## src/rtl/pdm_mic_pkg.sv

```systemverilog
// Shared types for the PDM microphone front end.
// Assumes all divide ratios are even, so that both phases are equal.
package pdm_mic_pkg;

    typedef enum logic [1:0] {
        RATE_SLOW     = 2'd0,
        RATE_MID      = 2'd1,
        RATE_FAST     = 2'd2,
        RATE_SLOW_ALT = 2'd3
    } mic_rate_e;

    typedef enum logic {
        MODE_UNIPLEX   = 1'b0,
        MODE_MULTIPLEX = 1'b1
    } mic_mode_e;

    typedef struct packed {
        mic_mode_e mode;
        mic_rate_e rate;
    } mic_cfg_t;

    // Number of system cycles in one half of a microphone clock period.
    function automatic int unsigned half_div(input mic_rate_e r,
                                             input int unsigned d_slow,
                                             input int unsigned d_mid,
                                             input int unsigned d_fast);
        case (r)
            RATE_MID:  return d_mid / 2;
            RATE_FAST: return d_fast / 2;
            default:   return d_slow / 2;
        endcase
    endfunction

endpackage

```

## src/rtl/pdm_clk_div.sv

```systemverilog
// Microphone clock divider.
// Produces a 50% duty clock from clk_i. It flags the cycle just before each
// rising or falling transition, and latches the configuration at the falling
// boundary or while stopped.
// Assumes DIV_SLOW >= DIV_MID >= DIV_FAST, all even and at least 4.
module pdm_clk_div
    import pdm_mic_pkg::*;
#(
    parameter int unsigned DIV_SLOW = 16,
    parameter int unsigned DIV_MID  = 12,
    parameter int unsigned DIV_FAST = 8,
    localparam int unsigned CNT_W   = $clog2(DIV_SLOW / 2)
) (
    input  logic     clk_i,
    input  logic     rst_ni,
    input  logic     run_i,
    input  mic_cfg_t cfg_i,
    output logic     mic_clk_o,
    output logic     rise_o,
    output logic     fall_o,
    output mic_cfg_t cfg_q_o
);

    logic [CNT_W-1:0] cnt_q;
    logic [CNT_W-1:0] last_cnt;
    logic             mic_clk_q;
    logic             phase_end;
    mic_cfg_t         cfg_q;

    // Terminal count of the current half period, taken from the latched rate.
    assign last_cnt  = CNT_W'(half_div(cfg_q.rate, DIV_SLOW, DIV_MID, DIV_FAST) - 1);
    assign phase_end = run_i && (cnt_q == last_cnt);
    assign rise_o    = phase_end && !mic_clk_q;
    assign fall_o    = phase_end &&  mic_clk_q;

    // Half-period counter and output clock; a stop forces the clock low.
    always_ff @(posedge clk_i) begin
        if (!rst_ni || !run_i) begin
            cnt_q     <= '0;
            mic_clk_q <= 1'b0;
        end else if (phase_end) begin
            cnt_q     <= '0;
            mic_clk_q <= !mic_clk_q;
        end else begin
            cnt_q     <= cnt_q + 1'b1;
        end
    end

    // Configuration latch: follows the inputs while stopped, else only at a fall.
    always_ff @(posedge clk_i) begin
        if (!rst_ni) begin
            cfg_q <= '{mode: MODE_UNIPLEX, rate: RATE_SLOW};
        end else if (!run_i || fall_o) begin
            cfg_q <= cfg_i;
        end
    end

    assign mic_clk_o = mic_clk_q;
    assign cfg_q_o   = cfg_q;

endmodule

```

## src/rtl/pdm_capture.sv

```systemverilog
// Data capture and stereo pairing.
// Samples the data pins on the cycle flagged by the divider and presents one
// left/right pair with per-channel strobes.
// Assumes rise_i and fall_i are never high together.
module pdm_capture #(
    parameter int unsigned NUM_CH = 2
) (
    input  logic              clk_i,
    input  logic              rst_ni,
    input  logic              mux_i,
    input  logic              rise_i,
    input  logic              fall_i,
    input  logic              pin0_i,
    input  logic              pin1_i,
    output logic [NUM_CH-1:0] bit_o,
    output logic [NUM_CH-1:0] vld_o
);

    logic held_left_q;
    logic take;

    // Uniplex pairs at the rise; multiplex pairs once the right bit arrives.
    assign take = mux_i ? fall_i : rise_i;

    // Holds the multiplexed left bit until its right partner is sampled.
    always_ff @(posedge clk_i) begin
        if (!rst_ni) begin
            held_left_q <= 1'b0;
        end else if (mux_i && rise_i) begin
            held_left_q <= pin0_i;
        end
    end

    for (genvar ch = 0; ch < NUM_CH; ch++) begin : g_chan
        logic uni_src;
        logic mux_src;
        logic bit_q;
        logic vld_q;

        assign uni_src = (ch == 0) ? pin0_i : pin1_i;
        assign mux_src = (ch == 0) ? held_left_q : pin0_i;

        // Per-channel output bit and one-cycle strobe.
        always_ff @(posedge clk_i) begin
            if (!rst_ni) begin
                bit_q <= 1'b0;
                vld_q <= 1'b0;
            end else begin
                vld_q <= take;
                if (take) begin
                    bit_q <= mux_i ? mux_src : uni_src;
                end
            end
        end

        assign bit_o[ch] = bit_q;
        assign vld_o[ch] = vld_q;
    end

endmodule

```

## src/rtl/pdm_mic_frontend.sv

```systemverilog
// PDM microphone front end top level.
// Joins the clock divider and the capture stage.
// Assumes all inputs are synchronous to clk_i, which runs at 24 MHz.
module pdm_mic_frontend
    import pdm_mic_pkg::*;
#(
    parameter int unsigned DIV_SLOW = 16,
    parameter int unsigned DIV_MID  = 12,
    parameter int unsigned DIV_FAST = 8
) (
    input  logic       clk_i,
    input  logic       rst_ni,
    input  logic       mic_clk_en_i,
    input  logic [1:0] rate_sel_i,
    input  logic       mux_mode_i,
    input  logic       pdm_pin0_i,
    input  logic       pdm_pin1_i,
    output logic       mic_clk_o,
    output logic       left_bit_o,
    output logic       left_vld_o,
    output logic       right_bit_o,
    output logic       right_vld_o
);

    localparam int unsigned NUM_CH = 2;

    mic_cfg_t          cfg_in;
    mic_cfg_t          cfg_q;
    logic              cur_mux;
    logic [1:0]        cur_rate;
    logic              rise;
    logic              fall;
    logic [NUM_CH-1:0] ch_bit;
    logic [NUM_CH-1:0] ch_vld;

    assign cfg_in.mode = mic_mode_e'(mux_mode_i);
    assign cfg_in.rate = mic_rate_e'(rate_sel_i);
    assign cur_mux     = (cfg_q.mode == MODE_MULTIPLEX);
    assign cur_rate    = cfg_q.rate;

    pdm_clk_div #(
        .DIV_SLOW (DIV_SLOW),
        .DIV_MID  (DIV_MID),
        .DIV_FAST (DIV_FAST)
    ) div_i (
        .clk_i     (clk_i),
        .rst_ni    (rst_ni),
        .run_i     (mic_clk_en_i),
        .cfg_i     (cfg_in),
        .mic_clk_o (mic_clk_o),
        .rise_o    (rise),
        .fall_o    (fall),
        .cfg_q_o   (cfg_q)
    );

    pdm_capture #(
        .NUM_CH (NUM_CH)
    ) cap_i (
        .clk_i  (clk_i),
        .rst_ni (rst_ni),
        .mux_i  (cur_mux),
        .rise_i (rise),
        .fall_i (fall),
        .pin0_i (pdm_pin0_i),
        .pin1_i (pdm_pin1_i),
        .bit_o  (ch_bit),
        .vld_o  (ch_vld)
    );

    assign left_bit_o  = ch_bit[0];
    assign right_bit_o = ch_bit[1];
    assign left_vld_o  = ch_vld[0];
    assign right_vld_o = ch_vld[1];

endmodule

```

## config.mk

```make
export PLATFORM = sky130hd
export DESIGN_NAME = pdm_mic_frontend
export DESIGN_NICKNAME = d
export VERILOG_FILES = /design/src/rtl/pdm_mic_pkg.sv /design/src/rtl/pdm_clk_div.sv /design/src/rtl/pdm_capture.sv /design/src/rtl/pdm_mic_frontend.sv
export SDC_FILE = /design/constraint.sdc
export NUM_CORES = 1
export LEC_CHECK = 0
export BUFFER_PORTS_ARGS = -buffer_cell sky130_fd_sc_hd__buf_4
export CAP_MARGIN = 20
export CORE_MARGIN = 5
export CORE_UTILIZATION = 46
export CTS_BUF_LIST = sky130_fd_sc_hd__clkbuf_8
export CTS_CLUSTER_SIZE = 25
export DETAILED_ROUTE_END_ITERATION = 10
export PLACE_DENSITY = 0.7
export SLEW_MARGIN = 15
export SYNTH_ARGS = -nofsm -noshare
export SYNTH_HDL_FRONTEND = slang
export SYNTH_SLANG_ARGS = --single-unit
export TNS_END_PERCENT = 30
```

## constraint.sdc

```tcl
create_clock -name clk_i -period 2.4 [get_ports clk_i]
set_clock_uncertainty 0.05 [all_clocks]
set_input_delay 0.12 -clock clk_i [delete_from_list [all_inputs] [get_ports clk_i]]
set_output_delay 0.12 -clock clk_i [all_outputs]
set_load 0.05 [all_outputs]
```

Yosys cells after proc, flatten, opt, wreduce, memory -nomap -nowiden
Cells that the tools add are included.

Equality and inequality tests: 3. Bitwise logic cells: 0. Multiply operators: 0. Muxes and demuxes: 4. Reduce and logical (&&, ||, !) cells: 10. $add $sub $neg: 2. Magnitude comparators: 0. Shift operators: 0. Divide/modulo/power cells: 0.

Operators with widths (number): $pmux W3 S2 (1); $logic_and A1 B1 Y1 (4); $add A3 B1 Y3 const B (1); $eq A3 B3 Y1 (1); $logic_not A1 Y1 (3); $mux W1 (3); $sub A3 B1 Y3 const B (1); $eq A2 B1 Y1 const B (1); $eq A2 B2 Y1 const B (1); $logic_or A1 B1 Y1 (2); $reduce_or A2 Y1 (1).

RAM bits: 0. Memories kept: 0. Word-level logic and storage cells: 27. ROM bits: 0. Output and inout port bits: 5. Bits in registers: 11. Bits of input ports: 8. Latch bits: 0.

Depth between registers and ports, before layout
Gate-level depths: netlist of the first run.

Word-level depth: 7. Mapped depth: 5. Mapped depth without buffers: 4.

Hierarchy
From an unflattened synthesis of the first run, not the netlist that was laid out.

Cells, all modules: 56. Area total of the unflattened synthesis: 555.5 µm².

By module, submodules not included: pdm_clk_div (cells an instance 37, instances 1, area an instance 355.3 µm²); pdm_capture (cells an instance 19, instances 1, area an instance 200.2 µm²).

Worst setup path after synthesis of the first run
No wires, ideal clock.

Path kind: register to register. From: register div_i.mic_clk_q (netlist: div_i.mic_clk_o). To: register cap_i.g_chan[0].bit_q. Setup slack: 790 ps. Stages on the path, launching flop included: 5. Required time: 2280 ps. Path buffers: 0. Clock period less this slack: 1610 ps. Arrival: 1490 ps. Cell sequence: dfxtp_1 nand2b_1 nand4_1 or3_1 a21boi_1.

Word-level cells in the longest chain between the ends: 3. Elaborated cells on any way between the ends: 4. Those cells by class: mux: 1; reduce/logical: 3.

RTL lines: from (decl) (RTL line pdm_clk_div.sv:26) `logic mic_clk_q;`; from (signal assigned) (RTL line pdm_clk_div.sv:43) `mic_clk_q <= !mic_clk_q;`; $logic_not A1 Y1 (RTL line pdm_clk_div.sv:33) `assign rise_o = phase_end && !mic_clk_q;`; $logic_and A1 B1 Y1 (RTL line pdm_clk_div.sv:33); $mux W1 * (RTL line pdm_capture.sv:23) `assign take = mux_i ? fall_i : rise_i;`; to (signal assigned) (RTL line pdm_capture.sv:51) `bit_q <= mux_i ? mux_src : uni_src;`; to (decl) (RTL line pdm_capture.sv:37) `logic bit_q;`.

Every way passes the cells marked *; elsewhere a longest branch is shown, timed or not. A chain may end at the register's enable or synchronous reset.

Worst setup path in the final report of the first run
From: register, netlist name div_i.cfg_q_o[1]. To: register cap_i.held_left_q (netlist: cap_i.g_chan[0].mux_src).

Word-level cells in the longest chain between the ends: 7. Elaborated cells on any way between the ends: 8. Those cells by class: add/sub: 1; eq/ne: 3; mux: 1; reduce/logical: 3.

RTL lines: $eq A2 B2 Y1 or $eq A2 B1 Y1 (tied branches) (RTL line pdm_mic_pkg.sv:27) `case (r)`; $pmux W3 S2 * (RTL line pdm_mic_pkg.sv:27); $sub A3 B1 Y3 * (RTL line pdm_clk_div.sv:31) `assign last_cnt = CNT_W'(half_div(cfg_q.rate, DIV_SLOW, DIV_MID, DIV_FAST) - 1);`; $eq A3 B3 Y1 * (RTL line pdm_clk_div.sv:32) `assign phase_end = run_i && (cnt_q == last_cnt);`; $logic_and A1 B1 Y1 * (RTL line pdm_clk_div.sv:32); $logic_and A1 B1 Y1 * (RTL line pdm_clk_div.sv:33); $logic_and A1 B1 Y1 * (RTL line pdm_capture.sv:29) `end else if (mux_i && rise_i) begin`; to (signal assigned) (RTL line pdm_capture.sv:30) `held_left_q <= pin0_i;`; to (decl) (RTL line pdm_capture.sv:19) `logic held_left_q;`.

Marked as above.

==> results of run 1 <==
-- worst paths after layout --
path	endpoint
setup / recovery	cap_i.g_chan[0].mux_src
hold / removal	cap_i.g_chan[0].mux_src
setup reg to reg	cap_i.g_chan[0].mux_src
hold reg to reg	cap_i.g_chan[0].bit_q
-- Yosys cell counts, drive strengths merged --
library cell	instances	share of area
a211oi	1	0.033
a21boi	2	0.024
a21oi	1	0.0081
a41oi	3	0.043
and2	1	0.010
and3b	3	0.043
and4bb	2	0.041
buf	4	0.057
clkbuf	1	0.0061
dfxtp	11	0.36
ha	1	0.020
mux2i	2	0.033
nand2	7	0.043
nand2b	2	0.020
nand4	4	0.041
nor2	2	0.016
nor3	1	0.016
nor3b	2	0.033
o21ai	3	0.024
o311ai	4	0.057
o41ai	1	0.014
or3	3	0.031
xnor2	2	0.029
-- worst min-delay path, delay by kind of cell --
family	cells	cell delay (ns)
compound gates	1	0.06
buf+inv	1	0.12
simple gates	1	0.05
-- layer usage --
metal,part of all wire,wire length (um),global-route usage,vias to the layer above
li1,-,-,-,262
met1,0.46,548,0.1907,235
met2,0.49,587,0.1786,9
met3,0.047,56,0.05859,0
met4,0,0,0.03409,0
met5,0,0,0,-
-- power groups by stage --
stage / logic, uW / registers [uW] / clock network [uW]
after detailed placement: 41.3 / 202 / 0
after CTS: 41.4 / 199 / 183
after global placement: 40.6 / 202 / 0
after floorplan: 30.2 / 200 / 0
after global routing: 46.7 / 200 / 190
final: 41.2 / 199 / 176
-- cells by family after synthesis --
family                     Yosys count
DFF                                 11
and+or+nand+nor                     27
muxes                                2
xor gates and xnor gates             2
AOI/OAI and AO/OA                   15
adders and majority gates            1
buffers and inverters                5
-- cell type report --
class | count | area share
multi-input cells | 47 | 0.4871
flip-flops and latches | 11 | 0.3019
repair buffers | 12 | 0.1235
clock buffers | 3 | 0.05660
well taps | 15 | 0.02573
clock inverters | 1 | 0.005146
-- through the flow --
step                        util  power [uW]  cells
after detailed placement  0.5326       243.6     85
after global placement    0.5326       242.4     85
after CTS                 0.5677       422.6     89
after floorplan                -       230.2     63
final                     0.5677       415.8     89
after global routing      0.5677       436.8     89
-- sequential cells by signal (all words and copies together) (netlist names) --
signal	count
cap_i.g_chan.bit_q	2
cap_i.g_chan.mux_src	1
cap_i.g_chan.vld_q	1
div_i.cfg_q_o	3
div_i.cnt_q	3
div_i.mic_clk_o	1
==> impl_metrics.toml, run 1 <==
[status]
status = "finished, final reports clean"

[timing]
min_period_ns = 1.687
rsz0062_at_grt = "false"
hold_slack_ns = 0.1078
setup_viol = 0
worst_slew_pin_slew_ns = 0.5912
fmax_mhz = 592.7
relSlewSlack = 0.6046
slew_viol_final = 0
hold_viol = 0
layout_setup_ws_ns = 0.7129
post-route-period-util = 0.7030
setup_tns_ns = 0

[synthesis]
yosysSeqAreaShare = 0.3585
synth_xor_area_frac = 0.02851
synth-simple-area-share = 0.2933
synth_compound_area_frac = 0.2037
syn_area_sq_um = 614.3
synth_cells = 63
yosys-mux-area-fraction = 0.03259
synth_cell_types = 28
synth_top_family_by_area = "simple AND/OR/NAND/NOR gates"
ys.warnings.count = 0
syn_area_per_cell_sq_um = 9.751
synth_fp_nets = 72
ys_seq_elements = 11
synth_adder_area_share = 0.02037

[worst_setup_path]
crit_chain = "and4bb_1 -> a211oi_4 -> o311ai_0 -> o41ai_1"
path_delay_family = "compound AO/OA/AOI/OAI gates"
worst_ep_arrival_time_ns = 1.76
critPathMaxFanout = 16
cp_num_cells = 4
reg2reg_depth = 4
critPathSlowestCell = "a211oi_4"
worst-r2r-setup-slack_ns = 0.71
worstSetupStartpointType = "flip-flop"
critPathLaunch = "div_i.cfg_q_o[1]"
critical_path_class = "reg -> reg"
crit_path_max_incr_delay_ns = 0.54
path_buf_inv = 0
crit_path_end_kind = "flip-flop"
cp.required_ns = 2.48
r2r-start = "div_i.cfg_q_o[1]"

[floorplanning]
dieArea_sq_um = 2166
start_util = 0.4781
rows = 13
core_sq_um = 1285
die_h_um = 46.55
ioPinCount = 13
die_x_um = 46.55

[placement]
port_buffers = 12
post-place-ws_ns = 0.7263
dp_hpwl_um = 856.2
placed_area_sq_um = 684.4
gp_congestion = 0.6738

[grt]
grt_pass1_vias = 463
track_usage = 0.1332
overflow = 0
grt_pass1_wl_um = 2063
grt_max_degree = 19
antenna_found_initial = 0

[cts]
clock_latency_ns = 0.23
cts.path.max_buffers = 2
cts_tree = "done"
cts_buffers = 3
cts_max_level = 1
post_cts_buffers = 0
holdBufCountCts = 0
clkSinkCount = 11
cts-resized-gates = 0
cts-root-buf = "clkbuf_8"
clk_pin_slew_worst_paths_ns = 0.05

[route]
vias = 506
wire_per_inst_um = 13.39
dr.pass1.iters = 2
via_per_inst = 5.685
ant_nets = 0
drt_iter0_markers = 3
wl_um = 1192
drc_errors = 0

[final_layout]
diodes = 0
drive_above_1_share = 0.2703
fin_area_sq_um = 729.5
regArea_sq_um = 220.2
final_cell_mix = "buf_4, dfxtp_1, nand2_1"
nFillCells = 122
multiInputGateArea_sq_um = 355.3
fin_nets = 84
mostFrequentLayoutCell = "buf_4"
area_delta_synth_final_pct = 18.74

[worst_hold_path]
holdPathStages = 3
hold_path_class = "in -> reg"
min-delay-start = "pdm_pin0_i"

[job]
drv_cap = 0

[power]
p_leak_uw = 0.0002802
power_density_nw_per_um2 = 570.1
internal-power_uw = 323.5
pwr-share-seq = 0.477
swShare = 0.2221
comb_power_share = 0.099
vdd_drop_max_mv = 0.4002
p_switching_uw = 92.38
power.share.clock = 0.424
(Power assumes the default switching activity.)
==> inputs of run 2 (changes only) <==
ABC_AREA = 1   (was default)
CORE_AREA = 5 5 42 44   (was default)
CORE_MARGIN = default   (was 5)
CORE_UTILIZATION = default   (was 46)
DIE_AREA = 0 0 47 49   (was default)
PLACE_DENSITY = 0.65   (was 0.7)
clock period = 1.6 ns   (was 2.4 ns; I/O delays follow)
==> run 2 against run 1 <==
Effect of this change:
- power increased by 52%
- synthesized cell count increased by 19%
- final cell count increased by 19%
- hold slack got worse by 0.089 ns
- sequential share of layout area increased by 1.3 points
- combinational power increased by 81%
- flip-flop and latch count unchanged
- die area increased by 6.3%
- setup slack got worse by 0.43 ns
- clock power increased by 52%
- maximum frequency increased by 28%
- register-to-register slack got worse by 0.43 ns
- critical path type unchanged
- largest cell class unchanged
==> impl_metrics.toml, run 2 <==
[worst_hold_path]
holdPathStages = 3
whs_endpoint = "div_i.cfg_q_o[2]"
min-delay-start = "mux_mode_i"
hold_path_class = "in -> reg"

[cts]
cts-root-buf = "clkbuf_8"
clock_latency_ns = 0.23
cts.path.max_buffers = 2
cts_tree = "done"
cts_buffers = 3
clkSinkCount = 11
cts_max_level = 1
post_cts_buffers = 0
holdBufCountCts = 0
clk_pin_slew_worst_paths_ns = 0.05
cts-resized-gates = 0

[final_layout]
area_delta_synth_final_pct = 26.76
final_cell_mix = "nor2_1, inv_1, nand2_1, buf_4, dfxtp_1"
fin_nets = 100
nFillCells = 153
mostFrequentLayoutCell = "nor2_1"
fin_area_sq_um = 699.4
diodes = 0
drive_above_1_share = 0.2667
fin_util = 0.4991

[floorplanning]
die_h_um = 49
core_sq_um = 1401
ioPinCount = 13
rows = 14
dieArea_sq_um = 2303
start_util = 0.3937
die_x_um = 47

[timing]
fmax_mhz = 760.0
slew_viol_final = 0
setup_tns_ns = 0
rsz0062_at_grt = "false"
worst_slew_pin_slew_ns = 0.1984
relSlewSlack = 0.8674
min_period_ns = 1.316
layout_setup_ws_ns = 0.2842
setup_viol = 0
hold_viol = 0
post-route-period-util = 0.8224

[worst_setup_path]
worst_ep_arrival_time_ns = 1.40
worstSetupStartpointType = "flip-flop"
crit_path_end_kind = "flip-flop"
critPathMaxFanout = 5
crit_path_max_incr_delay_ns = 0.39
worst-r2r-setup-slack_ns = 0.28
rr_endpoint = "cap_i.g_chan[1].bit_q"
cp.required_ns = 1.68
critPathSlowestCell = "dfxtp_1"
critical_path_class = "reg -> reg"
path_delay_family = "simple AND/OR/NAND/NOR gates"
crit_chain = "inv_1 -> nand3_1 -> nand2_2 -> nor2_4 -> nand3_2 -> nand2_1 -> nand2_1 -> nor2_1 -> nor2_1"
path_buf_inv = 1
r2r-start = "div_i.cfg_q_o[0]"
reg2reg_depth = 9

[synthesis]
yosysMostFrequentCell = "nor2_1"
synth_compound_area_frac = 0.1247
async_reset_ff_frac = 0
yosys.area.top_type_share = 0.3991
ys_seq_elements = 11
synth_adder_area_share = 0.02268
synth_ff_type = "dfxtp_1"
synth_xor_area_frac = 0.01587
synth-simple-area-share = 0.3424
syn_area_per_cell_sq_um = 7.357
yosys-mux-area-fraction = 0
ys.warnings.count = 0
yosys.area.top_type = "dfxtp_1"
synth-edff-count = 0
synth_fp_nets = 84
synth_cell_types = 20
synth_cells = 75
synth_common_cells = "nor2_1, nand2_1, dfxtp_1, inv_1, nand3_1"
synth_top_family_by_area = "simple AND/OR/NAND/NOR gates"
yosysSeqAreaShare = 0.3991
ys_top_cells_by_area = "dfxtp_1, nor2_1, nand2_1, inv_1, nand3_1"
syn_area_sq_um = 551.8

[route]
vias = 477
drc_errors = 0
wire_per_inst_um = 9.764
drt_iter0_markers = 5
dr.pass1.iters = 4
wl_um = 1035
ant_nets = 0
via_per_inst = 4.500

[grt]
grt_pass1_wl_um = 1890
antenna_found_initial = 0
overflow = 0
grt_pass1_vias = 482
track_usage = 0.1101
grt_max_degree = 8

[power]
power_density_nw_per_um2 = 906.3
comb_power_share = 0.118
p_switching_uw = 151.4
p_leak_uw = 0.0003230
vdd_drop_max_mv = 0.3792
swShare = 0.2388
internal-power_uw = 482.5
pwr-share-seq = 0.462
power.share.clock = 0.421

[placement]
port_buffers = 12
post-place-ws_ns = 0.2770
gp_congestion = 0.8207
placed_area_sq_um = 654.4
dp_hpwl_um = 816.8

[status]
status = "finished, final reports clean"

[job]
drv_cap = 0
run 2: power groups by stage:
stage          clock, uW  combinational [uW]  sequential [uW]
6_report             267                74.5              293
5_1_grt              295                85.2              294
4_1_cts              282                75.3              292
3_5_place_dp           0                75.2              298
3_3_place_gp           0                73.9              298
2_1_floorplan          0                45.5              301
run 2: layout make-up:
cell class | count | area, sq um | share of cell area
flip-flops and latches | 11 | 220.2 | 0.3148
multi-input cells | 51 | 279.0 | 0.3989
clock buffers | 3 | 41.29 | 0.05903
inverters | 12 | 45.04 | 0.06440
well taps | 16 | 20.02 | 0.02862
repair buffers | 12 | 90.09 | 0.1288
clock inverters | 1 | 3.754 | 0.005367
run 2: routing by layer:
layer  routed length [um]  GRT usage  vias up
li1                     -          -      265
met2                  455     0.1584       10
met4                   18    0.05530        0
met1                  501     0.1438      200
met5                    0          0        -
met3                   60    0.03321        2
run 2: worst max-delay path by stage:
| stage | slack [ns] | cells after the start | endpoint | start |
|---|---|---|---|---|
| floorplan | 0.30 | 6 | cap_i.g_chan[1].bit_q | div_i.mic_clk_o |
| global placement | 0.32 | 9 | cap_i.g_chan[1].bit_q | div_i.cfg_q_o[0] |
| detailed placement | 0.28 | 9 | cap_i.g_chan[1].bit_q | div_i.cfg_q_o[0] |
| CTS | 0.28 | 9 | cap_i.g_chan[1].bit_q | div_i.cfg_q_o[0] |
| global route | 0.13 | 9 | cap_i.g_chan[1].bit_q | div_i.cfg_q_o[0] |
| finish | 0.28 | 9 | cap_i.g_chan[1].bit_q | div_i.cfg_q_o[0] |
run 2: kinds of logic (layout without fill, tap and decap cells):
group	count (synthesis)	in the layout
fa+ha+maj	1	1
buf+inv	13	28
flops	11	11
compound gates	9	9
xor+xnor	1	1
simple gates	40	40
run 2: metrics by stage:
step / total power (uW) / std cells / hold slack (ns)
after floorplan: 346.6 / 75 / 0.1507
after global placement: 371.7 / 102 / 0.2515
after detailed placement: 373.5 / 102 / 0.2663
after CTS: 650.1 / 106 / 0.01969
after global routing: 674.8 / 106 / 0.05005
final: 633.9 / 106 / 0.01849
run 2: tightest hold or removal path, cell delays in order:
cell and delay (ns):
buf_4 0.08, nor2_1 0.03, nor2_1 0.08
==> inputs of run 3 (changes only) <==
ABC_AREA = 0   (was 1)
CORE_AREA = default   (was 5 5 42 44)
CORE_MARGIN = 5   (was default)
CORE_UTILIZATION = 46   (was default)
DIE_AREA = default   (was 0 0 47 49)
PLACE_DENSITY = 0.7   (was 0.65)
clock period = 1.3 ns   (was 1.6 ns; I/O delays follow)
==> run 3 against run 2 <==
Effect of this change:
- the run now ends with setup timing left
- setup slack got worse by 0.42 ns
- utilization increased by 15 points
- routed wire length increased by 18%
- combinational power increased by 42%
- global-route usage increased by 3.3 points
- critical path depth decreased by 4
- non-clock buffer count increased by 10
- final area increased by 18%
- flip-flop and latch count unchanged
- clock-buffer cell count unchanged
- register-to-register slack got worse by 0.42 ns
- final cell count decreased by 6.6%
- critical endpoint is now div_i.mic_clk_o
==> impl_metrics.toml, run 3 (synthesized netlist as in run 1, its figures left out) <==
[power]
p_leak_uw = 0.0003389
power.share.clock = 0.415
vdd_drop_max_mv = 0.5486
p_switching_uw = 183.7
p_total_uw = 801.5
internal-power_uw = 617.7
power_density_nw_per_um2 = 967.6
swShare = 0.2293
comb_power_share = 0.133
pwr-share-seq = 0.453

[timing]
setup_viol = 9
hold_slack_ns = 0.04943
relSlewSlack = 0.8292
layout_setup_ws_ns = -0.1358
rsz0062_at_grt = "true"
setup_tns_ns = -0.6789
slew_viol_final = 0
worst_slew_pin_slew_ns = 0.2529
hold_viol = 0
post-route-period-util = 1.104
fmax_mhz = 696.5
min_period_ns = 1.436

[cts]
clkSinkCount = 11
clock_latency_ns = 0.24
cts-root-buf = "clkbuf_8"
cts_buffers = 3
clk_pin_slew_worst_paths_ns = 0.05
cts_tree = "done"
cts.path.max_buffers = 2
cts_max_level = 1

[final_layout]
multiInputGateArea_sq_um = 362.8
regArea_sq_um = 229.0
fin_util = 0.6446
fin_nets = 94
drive_above_1_share = 0.4286
diodes = 0
area_delta_synth_final_pct = 34.83
final_cell_mix = "buf_4, nand2_1, dfxtp_1"
nFillCells = 115
mostFrequentLayoutCell = "buf_4"

[worst_setup_path]
crit_path_end_kind = "flip-flop"
reg2reg_depth = 5
critPathMaxFanout = 8
worst_ep_arrival_time_ns = 1.55
cp.required_ns = 1.41
worstSetupStartpointType = "flip-flop"
critical_path_class = "reg -> reg"

[floorplanning]
die_x_um = 46.55
dieArea_sq_um = 2166
ioPinCount = 13
start_util = 0.4781
core_sq_um = 1285
die_h_um = 46.55
rows = 13

[placement]
post-place-ws_ns = -0.1896
port_buffers = 12
gp_congestion = 0.7307
dp_hpwl_um = 845.3

[grt]
grt_pass1_vias = 496
grt_pass1_wl_um = 2125
track_usage = 0.1429
grt_max_degree = 19
overflow = 0
antenna_found_initial = 0

[status]
failed_checks = "setup timing"
status = "finished with violations"

[route]
vias = 545
drt_iter0_markers = 11
dr.pass1.iters = 4
ant_nets = 0
via_per_inst = 5.505
drc_errors = 0
wl_um = 1217
wire_per_inst_um = 12.29

[job]
drv_cap = 0

[worst_hold_path]
hold_path_class = "in -> reg"
holdPathStages = 3
-- run 3: changes by cell type in the layout (fill, tap and decap cells not counted), moves of 4 or more --
cell / change
dfxtp_1: -5
dfxtp_2: +4
nor2_1: -14
nand2_1: -5
o311ai_1: +4
buf_4: +8
inv_1: -11
nand3_1: -5
-- run 3: power by group through the flow --
stage / clock network [uW] / logic, uW / registers (uW)
global route: 370 / 117 / 364
detailed placement: 0 / 95.7 / 367
finish: 332 / 106 / 363
floorplan: 0 / 55.9 / 368
global placement: 0 / 95.1 / 367
CTS: 345 / 107 / 362
-- run 3: metal layers --
metal  vias to the layer above  wire [um]  track usage
li1                        282          -            -
met1                       249        598       0.1818
met2                         9        539       0.2060
met3                         5         57      0.05859
met4                         0         21      0.06818
met5                         -          0            0
-- run 3: path summary, 6_finish.rpt --
kind,slack [ns],endpoint,from
worst max-delay path,-0.14,div_i.mic_clk_o,div_i.cfg_q_o[1]
worst min-delay path,0.05,cap_i.g_chan[0].mux_src,pdm_pin0_i
worst max register to register,-0.14,div_i.mic_clk_o,div_i.cfg_q_o[1]
worst min register to register,0.43,cap_i.g_chan[1].bit_q,cap_i.g_chan[1].bit_q
-- run 3: worst max-delay path: stages, from the launching register on --
cell and delay, ns:
dfxtp_2 0.34, and4bb_1 0.31, a211oi_4 0.07, buf_6 0.14
or3_1 0.34, a21oi_1 0.12
-- run 3: timing repair --
item,CTS,global route
hold endpoints to repair,0,0
hold buffers,0,0
pin swaps,11,0
setup buffers,4,0
endpoints found under the setup margin,9,10
gates resized for setup,9,0
-- run 3: metrics by stage --
stage                     std cells  instance area (sq um)
after floorplan                  63                  620.6
after CTS                        99                  828.3
final                            99                  828.3
after global routing             99                  828.3
after detailed placement         92                  755.7
after global placement           92                  755.7
-- run 3: cell type report --
class	count	share of cell area
Clock buffer	3	0.04985
Multi-Input combinational cell	47	0.4381
Clock inverter	1	0.004532
Sequential cell	11	0.2764
Tap cell	15	0.02266
Timing Repair Buffer	22	0.2085
